## config.mk

```make
export PLATFORM = sky130hd
export DESIGN_NAME = limit_timer_pair
export DESIGN_NICKNAME = d
export VERILOG_FILES = /design/src/rtl/timer_pair_pkg.sv /design/src/rtl/aux_decode.sv /design/src/rtl/timer_unit.sv /design/src/rtl/limit_timer_pair.sv
export SDC_FILE = /design/constraint.sdc
export NUM_CORES = 1
export LEC_CHECK = 0
export ABC_AREA = 1
export ABC_CLOCK_PERIOD_IN_PS = 2200
export BUFFER_PORTS_ARGS = -buffer_cell sky130_fd_sc_hd__buf_2
export CAP_MARGIN = 20
export CORE_MARGIN = 2
export CORE_UTILIZATION = 61
export DETAILED_ROUTE_END_ITERATION = 16
export PLACE_DENSITY = 0.79
export SLEW_MARGIN = 25
export SYNTH_ARGS = -nofsm -noshare
export SYNTH_HDL_FRONTEND = slang
export SYNTH_SLANG_ARGS = --single-unit
```

## constraint.sdc

```tcl
create_clock -name clk -period 2.2 [get_ports clk]
set_input_delay 0 -clock clk [delete_from_list [all_inputs] [get_ports clk]]
set_output_delay 0 -clock clk [all_outputs]
set_load 0.02 [all_outputs]
```

## src/rtl/timer_pair_pkg.sv

```systemverilog
package timer_pair_pkg;

    localparam int unsigned N_TIMERS = 2;

    // register offsets from a timer's base address
    localparam int unsigned OFS_COUNT = 0;
    localparam int unsigned OFS_CTRL  = 1;
    localparam int unsigned OFS_LIMIT = 2;

    typedef struct packed {
        logic nh;   // bit 1: count only while CPU not halted
        logic ie;   // bit 0: interrupt on limit match
    } tmr_ctrl_t;

    typedef enum logic {
        IRQ_IDLE   = 1'b0,
        IRQ_RAISED = 1'b1
    } irq_state_e;

    function automatic int unsigned timer_base(input int unsigned t);
        return (t == 0) ? 32'h21 : 32'h100;
    endfunction

endpackage

```

## src/rtl/aux_decode.sv

```systemverilog
module aux_decode
    import timer_pair_pkg::*;
#(
    parameter int unsigned ADDR_W = 12
) (
    input  logic [ADDR_W-1:0]   addr,
    input  logic                wr,
    output logic [N_TIMERS-1:0] hit_cnt,
    output logic [N_TIMERS-1:0] hit_ctl,
    output logic [N_TIMERS-1:0] hit_lim,
    output logic [N_TIMERS-1:0] we_cnt,
    output logic [N_TIMERS-1:0] we_ctl,
    output logic [N_TIMERS-1:0] we_lim
);

    for (genvar t = 0; t < N_TIMERS; t++) begin : g_dec
        localparam logic [ADDR_W-1:0] A_CNT = ADDR_W'(timer_base(t) + OFS_COUNT);
        localparam logic [ADDR_W-1:0] A_CTL = ADDR_W'(timer_base(t) + OFS_CTRL);
        localparam logic [ADDR_W-1:0] A_LIM = ADDR_W'(timer_base(t) + OFS_LIMIT);

        assign hit_cnt[t] = (addr == A_CNT);
        assign hit_ctl[t] = (addr == A_CTL);
        assign hit_lim[t] = (addr == A_LIM);
        assign we_cnt[t]  = wr & hit_cnt[t];
        assign we_ctl[t]  = wr & hit_ctl[t];
        assign we_lim[t]  = wr & hit_lim[t];
    end

endmodule

```

## src/rtl/timer_unit.sv

```systemverilog
module timer_unit
    import timer_pair_pkg::*;
#(
    parameter int unsigned CNT_W = 32
) (
    input  logic             clk,
    input  logic             rst_n,
    input  logic             cpu_halted,
    input  logic             cnt_we,
    input  logic             ctl_we,
    input  logic             lim_we,
    input  logic [CNT_W-1:0] wr_val,
    input  tmr_ctrl_t        ctl_val,
    output logic [CNT_W-1:0] count_o,
    output logic [CNT_W-1:0] limit_o,
    output tmr_ctrl_t        ctrl_o,
    output logic             irq_o
);

    logic [CNT_W-1:0] count_q, count_d;
    logic [CNT_W-1:0] limit_q;
    tmr_ctrl_t        ctrl_q;
    irq_state_e       state_q, state_d;
    logic             tick, hit;

    assign tick = !(ctrl_q.nh && cpu_halted);
    assign hit  = tick && (count_q == limit_q);

    always_comb begin
        if (cnt_we)      count_d = wr_val;
        else if (hit)    count_d = '0;
        else if (tick)   count_d = count_q + 1'b1;
        else             count_d = count_q;
    end

    always_ff @(posedge clk) begin
        if (!rst_n) begin
            count_q <= '0;
            limit_q <= '1;
            ctrl_q  <= '0;
        end else begin
            count_q <= count_d;
            if (lim_we) limit_q <= wr_val;
            if (ctl_we) ctrl_q  <= ctl_val;
        end
    end

    // interrupt state machine: next state
    always_comb begin
        state_d = state_q;
        unique case (state_q)
            IRQ_IDLE:   if (!ctl_we && hit && ctrl_q.ie) state_d = IRQ_RAISED;
            IRQ_RAISED: if (ctl_we)                      state_d = IRQ_IDLE;
            default:                                     state_d = IRQ_IDLE;
        endcase
    end

    // interrupt state machine: state register
    always_ff @(posedge clk) begin
        if (!rst_n) state_q <= IRQ_IDLE;
        else        state_q <= state_d;
    end

    // interrupt state machine: outputs
    always_comb begin
        irq_o = (state_q == IRQ_RAISED);
    end

    assign count_o = count_q;
    assign limit_o = limit_q;
    assign ctrl_o  = ctrl_q;

    a_r4_irq_held: assert property (@(posedge clk) disable iff (!rst_n)
        (irq_o && !ctl_we) |=> irq_o);

    a_r4_no_enable_no_irq: assert property (@(posedge clk) disable iff (!rst_n)
        (!irq_o && !ctrl_q.ie) |=> !irq_o);

    a_r5_ack_clears: assert property (@(posedge clk) disable iff (!rst_n)
        ctl_we |=> !irq_o);

    a_r6_halt_freezes: assert property (@(posedge clk) disable iff (!rst_n)
        (ctrl_q.nh && cpu_halted && !cnt_we) |=> $stable(count_o));

    a_r3_wrap_to_zero: assert property (@(posedge clk) disable iff (!rst_n)
        (tick && count_o == limit_o && !cnt_we) |=> (count_o == '0));

    a_r7_write_wins: assert property (@(posedge clk) disable iff (!rst_n)
        cnt_we |=> (count_o == $past(wr_val)));

endmodule

```

## src/rtl/limit_timer_pair.sv

```systemverilog
module limit_timer_pair
    import timer_pair_pkg::*;
#(
    parameter int unsigned ADDR_W = 12,
    parameter int unsigned DATA_W = 32,
    parameter int unsigned CNT_W  = 32
) (
    input  logic                clk,
    input  logic                rst_n,
    input  logic [ADDR_W-1:0]   aux_addr,
    input  logic                aux_wr,
    input  logic [DATA_W-1:0]   aux_wdata,
    input  logic                cpu_halted,
    output logic [DATA_W-1:0]   aux_rdata,
    output logic [N_TIMERS-1:0] irq
);

    localparam int unsigned CTL_W = $bits(tmr_ctrl_t);

    logic [N_TIMERS-1:0] hit_cnt, hit_ctl, hit_lim;
    logic [N_TIMERS-1:0] we_cnt, we_ctl, we_lim;
    logic [CNT_W-1:0]    count_arr [N_TIMERS];
    logic [CNT_W-1:0]    limit_arr [N_TIMERS];
    tmr_ctrl_t           ctrl_arr  [N_TIMERS];

    aux_decode #(.ADDR_W(ADDR_W)) u_dec (
        .addr    (aux_addr),
        .wr      (aux_wr),
        .hit_cnt (hit_cnt),
        .hit_ctl (hit_ctl),
        .hit_lim (hit_lim),
        .we_cnt  (we_cnt),
        .we_ctl  (we_ctl),
        .we_lim  (we_lim)
    );

    for (genvar t = 0; t < N_TIMERS; t++) begin : g_tmr
        timer_unit #(.CNT_W(CNT_W)) u_tmr (
            .clk        (clk),
            .rst_n      (rst_n),
            .cpu_halted (cpu_halted),
            .cnt_we     (we_cnt[t]),
            .ctl_we     (we_ctl[t]),
            .lim_we     (we_lim[t]),
            .wr_val     (aux_wdata[CNT_W-1:0]),
            .ctl_val    (tmr_ctrl_t'(aux_wdata[CTL_W-1:0])),
            .count_o    (count_arr[t]),
            .limit_o    (limit_arr[t]),
            .ctrl_o     (ctrl_arr[t]),
            .irq_o      (irq[t])
        );
    end

    always_comb begin
        aux_rdata = '0;
        for (int t = 0; t < N_TIMERS; t++) begin
            if (hit_cnt[t]) aux_rdata[CNT_W-1:0] = count_arr[t];
            if (hit_lim[t]) aux_rdata[CNT_W-1:0] = limit_arr[t];
            if (hit_ctl[t]) aux_rdata[CTL_W-1:0] = ctrl_arr[t];
        end
    end

    a_r9_unmapped_reads_zero: assert property (@(posedge clk) disable iff (!rst_n)
        !(|{hit_cnt, hit_ctl, hit_lim}) |-> (aux_rdata == '0));

    a_r9_unmapped_write_keeps_irq: assert property (@(posedge clk) disable iff (!rst_n)
        (aux_wr && !(|{hit_cnt, hit_ctl, hit_lim}) && (irq != '0)) |=> ($past(irq) & ~irq) == '0);

endmodule

```

==> results.txt <==
crit share post-route - 96.85%
CP arrival - 2490 ps
CTS tree - done
Slowest cell on crit path - dfxtp_1
PD cells - 541.8 nW/µm²
Max stage delay on crit path - 460 ps
all-layer global routing usage - 40.32%
largest family of logic cells by synthesized area - simple AND/OR/NAND/NOR gates
number of port buffers - 81
Synth Cell Area - 9238 µm²
RSZ-0062 raised after global routing - no
Hold Crit Class - input port to flop
first-pass GRT wire length - 51.68 mm
Synth Instances - 1489
Synth Area in Simple Gates - 31.69%
initial antenna violation count - 0
total gr overflow - 0
worst hold endpoint - g_tmr[0].u_tmr.ctrl_o[1]
Ys Warns - 0
synth top area cells - dfxtp_1 29%, nand2_1 15%, inv_1 9.8%
P_sw - 1402 µW
Net count, final - 1633
Syn Nets - 1539
total CTS buffers - 17
Post-Layout Inst Area - 10790 µm²
CP startpoint kind - flop
setup TNS - 0 ps
mux contribution to synthesized area - 0%
top cells by count, synth - 363 x nand2_1, 242 x inv_1, 134 x dfxtp_1
Reg area - 2683 µm²
crit-path cells - ha_1 -> nand3_1 -> nor2_1 -> nand2_1 -> nor3_1 -> nand3_1 -> nand2_1 -> nand3_1 -> a21oi_1
CP most frequent cell - nand3_1
worst-skew pair later-pin latency - 430 ps
relative slew slack - 49.12%
skew final - 7.360 ps
buffer count from post-CTS setup fixing - 0
Die X - 127.1 µm
vias in the first global route - 9767
layout cells sized above 1 - 12.09%
top-count cell post-synth - nand2_1
Distinct cells, synth - 35
CP top delay family - simple AND/OR/NAND/NOR gates
routability cong. - 1.015
clock root buffer master - clkbuf_16
Final ANT Viol Nets - 0
WP data required - 2560 ps
Placed Area - 9834 µm²
EDFF count, synth - 0
Seq/Total Area, Yosys - 29.04%
Gate power share - 4.8%
Crit Path Class - flop to flop
R2R Path Start - g_tmr[1].u_tmr.count_o[0]
Clock power frac - 53.3%
Fmax achieved - 469.3 MHz
area added between synthesis and finish - 16.78%
# fillers - 1264
Worst Tran Pin Value - 763.2 ps
ys async rst share - 0%
part of the power in registers - 41.9%
Die Y - 127.1 µm
Cell Rows - 44
Sw Share - 23.98%
top-area cell type share of the netlist area - 29.04%
via count - 10690
status - completed
XOR/XNOR Fraction of Synth Area - 6.447%
CTS max path bufs - 2
Multi-input gate area - 5223 µm²
Detail Placement HPWL - 23.23 mm
clock sinks - 134
DR pass1 iterations - 6
maxcap violations - 0
Setup crit end kind - flop
Synth Register Bits - 134
Final Hold Vio Count - 0
# IOs - 82
Worst Hold Path Cells - 4
largest net degree at the start of global routing - 65
initial core utilization - 63.08%
final wirelength - 32.34 mm
crit path time final - 2131 ps
HP Start - aux_addr[0]
leading area contributor after synthesis - dfxtp_1
wire length per cell - 18.16 µm
via/cell ratio - 6.001
die area - 16140 µm²
Synth Area in Adders - 0.2709%
final setup fails - 0
Final Slew Violations - 0
residual DRC count - 0
dominant synthesized flop cell - dfxtp_1
reg2reg setup slack - 70 ps
WP buf/inv - 0
Pleak - 0.004944 µW
Synth Area in Compound Gates - 18.10%
r2r endpoint - g_tmr[1].u_tmr.count_o[16]
worst reg-to-reg path cell count - 9
Iter 0 DRT Violations - 1573
Synth Area per Inst - 6.204 µm²
Reg clk slew, reported paths - 60 ps
crit-path max FO - 6
Int Power - 4443 µW
peak supply drop - 0.5416 mV
H-tree Lvls - 4
Core Area - 14640 µm²
## worst reg2reg max path, delay by kind of cell, from the launching register on
| family | cells | cell delay [ps] |
|---|---|---|
| flip-flops | 1 | 460 |
| adder cells (fa/ha/maj) | 1 | 260 |
| AO/OA/AOI/OAI | 1 | 130 |
| AND/OR/NAND/NOR | 7 | 1190 |
## how the worst max path moves through the flow
stage,cells past startpoint,start,slack (ps),end
2_1_floorplan,8,g_tmr[1].u_tmr.count_o[0],600,g_tmr[1].u_tmr.count_o[14]
5_1_grt,10,g_tmr[1].u_tmr.count_o[0],9,g_tmr[1].u_tmr.count_o[16]
3_3_place_gp,9,g_tmr[1].u_tmr.count_o[0],170,g_tmr[1].u_tmr.count_o[16]
3_5_place_dp,9,g_tmr[1].u_tmr.count_o[0],170,g_tmr[1].u_tmr.count_o[16]
6_report,9,g_tmr[1].u_tmr.count_o[0],70,g_tmr[1].u_tmr.count_o[16]
4_1_cts,9,g_tmr[1].u_tmr.count_o[0],150,g_tmr[1].u_tmr.count_o[30]
## power by group through the flow
stage	logic [µW]	registers, µW	clock network [µW]
after global routing	295	2450	3210
after CTS	264	2450	3100
after detailed placement	219	2510	0
final	279	2450	3110
after global placement	219	2500	0
after floorplan	116	2500	0
## layout by cell type, fill, tap and decap left out, types with 14 or more instances in the layout
master           n
xnor2_1         38
o22ai_1         58
o21ai_0         36
nand3_1         69
dfxtp_1        134
nand4_1         73
inv_1          242
nand2_1        363
o211ai_1        64
clkbuf_16       17
nor3_1          14
a21oi_1         91
buf_4           44
nor2_1         129
buf_2           81
a221oi_1        14
dlygate4sd3_1   32
xor2_1          30
## state kept, by name (all words and copies together), names as in the netlist
register             count
g_tmr.u_tmr.count_o     64
g_tmr.u_tmr.ctrl_o       4
g_tmr.u_tmr.irq_o        2
g_tmr.u_tmr.limit_o     64
## kinds of logic after synthesis
| kind of cell | count (synthesis) |
|---|---|
| xor gates and xnor gates | 68 |
| buffers and inverters | 335 |
| and+or+nand+nor | 677 |
| adders and majority gates | 2 |
| AOI/OAI and AO/OA | 273 |
| DFF | 134 |
## stage by stage
stage / worst slack (ps) / instances / hold slack [ps] / utilization [%] / power (µW)
6_report: 69.31 / 1781 / 78.84 / 73.67 / 5844
5_1_grt: 9.363 / 1780 / 97.47 / 73.65 / 5961
4_1_cts: 149.8 / 1780 / 61.51 / 73.63 / 5813
3_3_place_gp: 172.2 / 1716 / 268.8 / 67.16 / 2724
2_1_floorplan: 603.4 / 1489 / 148.6 / - / 2615
3_5_place_dp: 172.4 / 1716 / 279.2 / 67.16 / 2725
## area by class of cell
type                    instances  share of cell area (%)
inverters                     252                   8.768
clock inverters                15                   1.879
repair buffers                158                   9.975
flip-flops and latches        134                   24.87
clock buffers                  17                   3.943
diodes                          1                 0.02320
multi-input cells            1020                   48.41
well taps                     184                   2.134
## repair_timing
action / in CTS / in global routing
resized for setup: 0 / 1
setup endpoints to repair: 0 / 2
endpoints found under the hold margin: 66 / 0
hold buffers: 32 / 0
## routing by layer
layer / routed length, µm / GRT usage, % / part of all wire [%]
met1: 13130 / 56.43 / 41
met2: 13700 / 60.66 / 42
met3: 4197 / 9.590 / 13
met4: 1318 / 14.93 / 4.1
met5: 0 / 0 / 0
(Power assumes the default switching activity.)
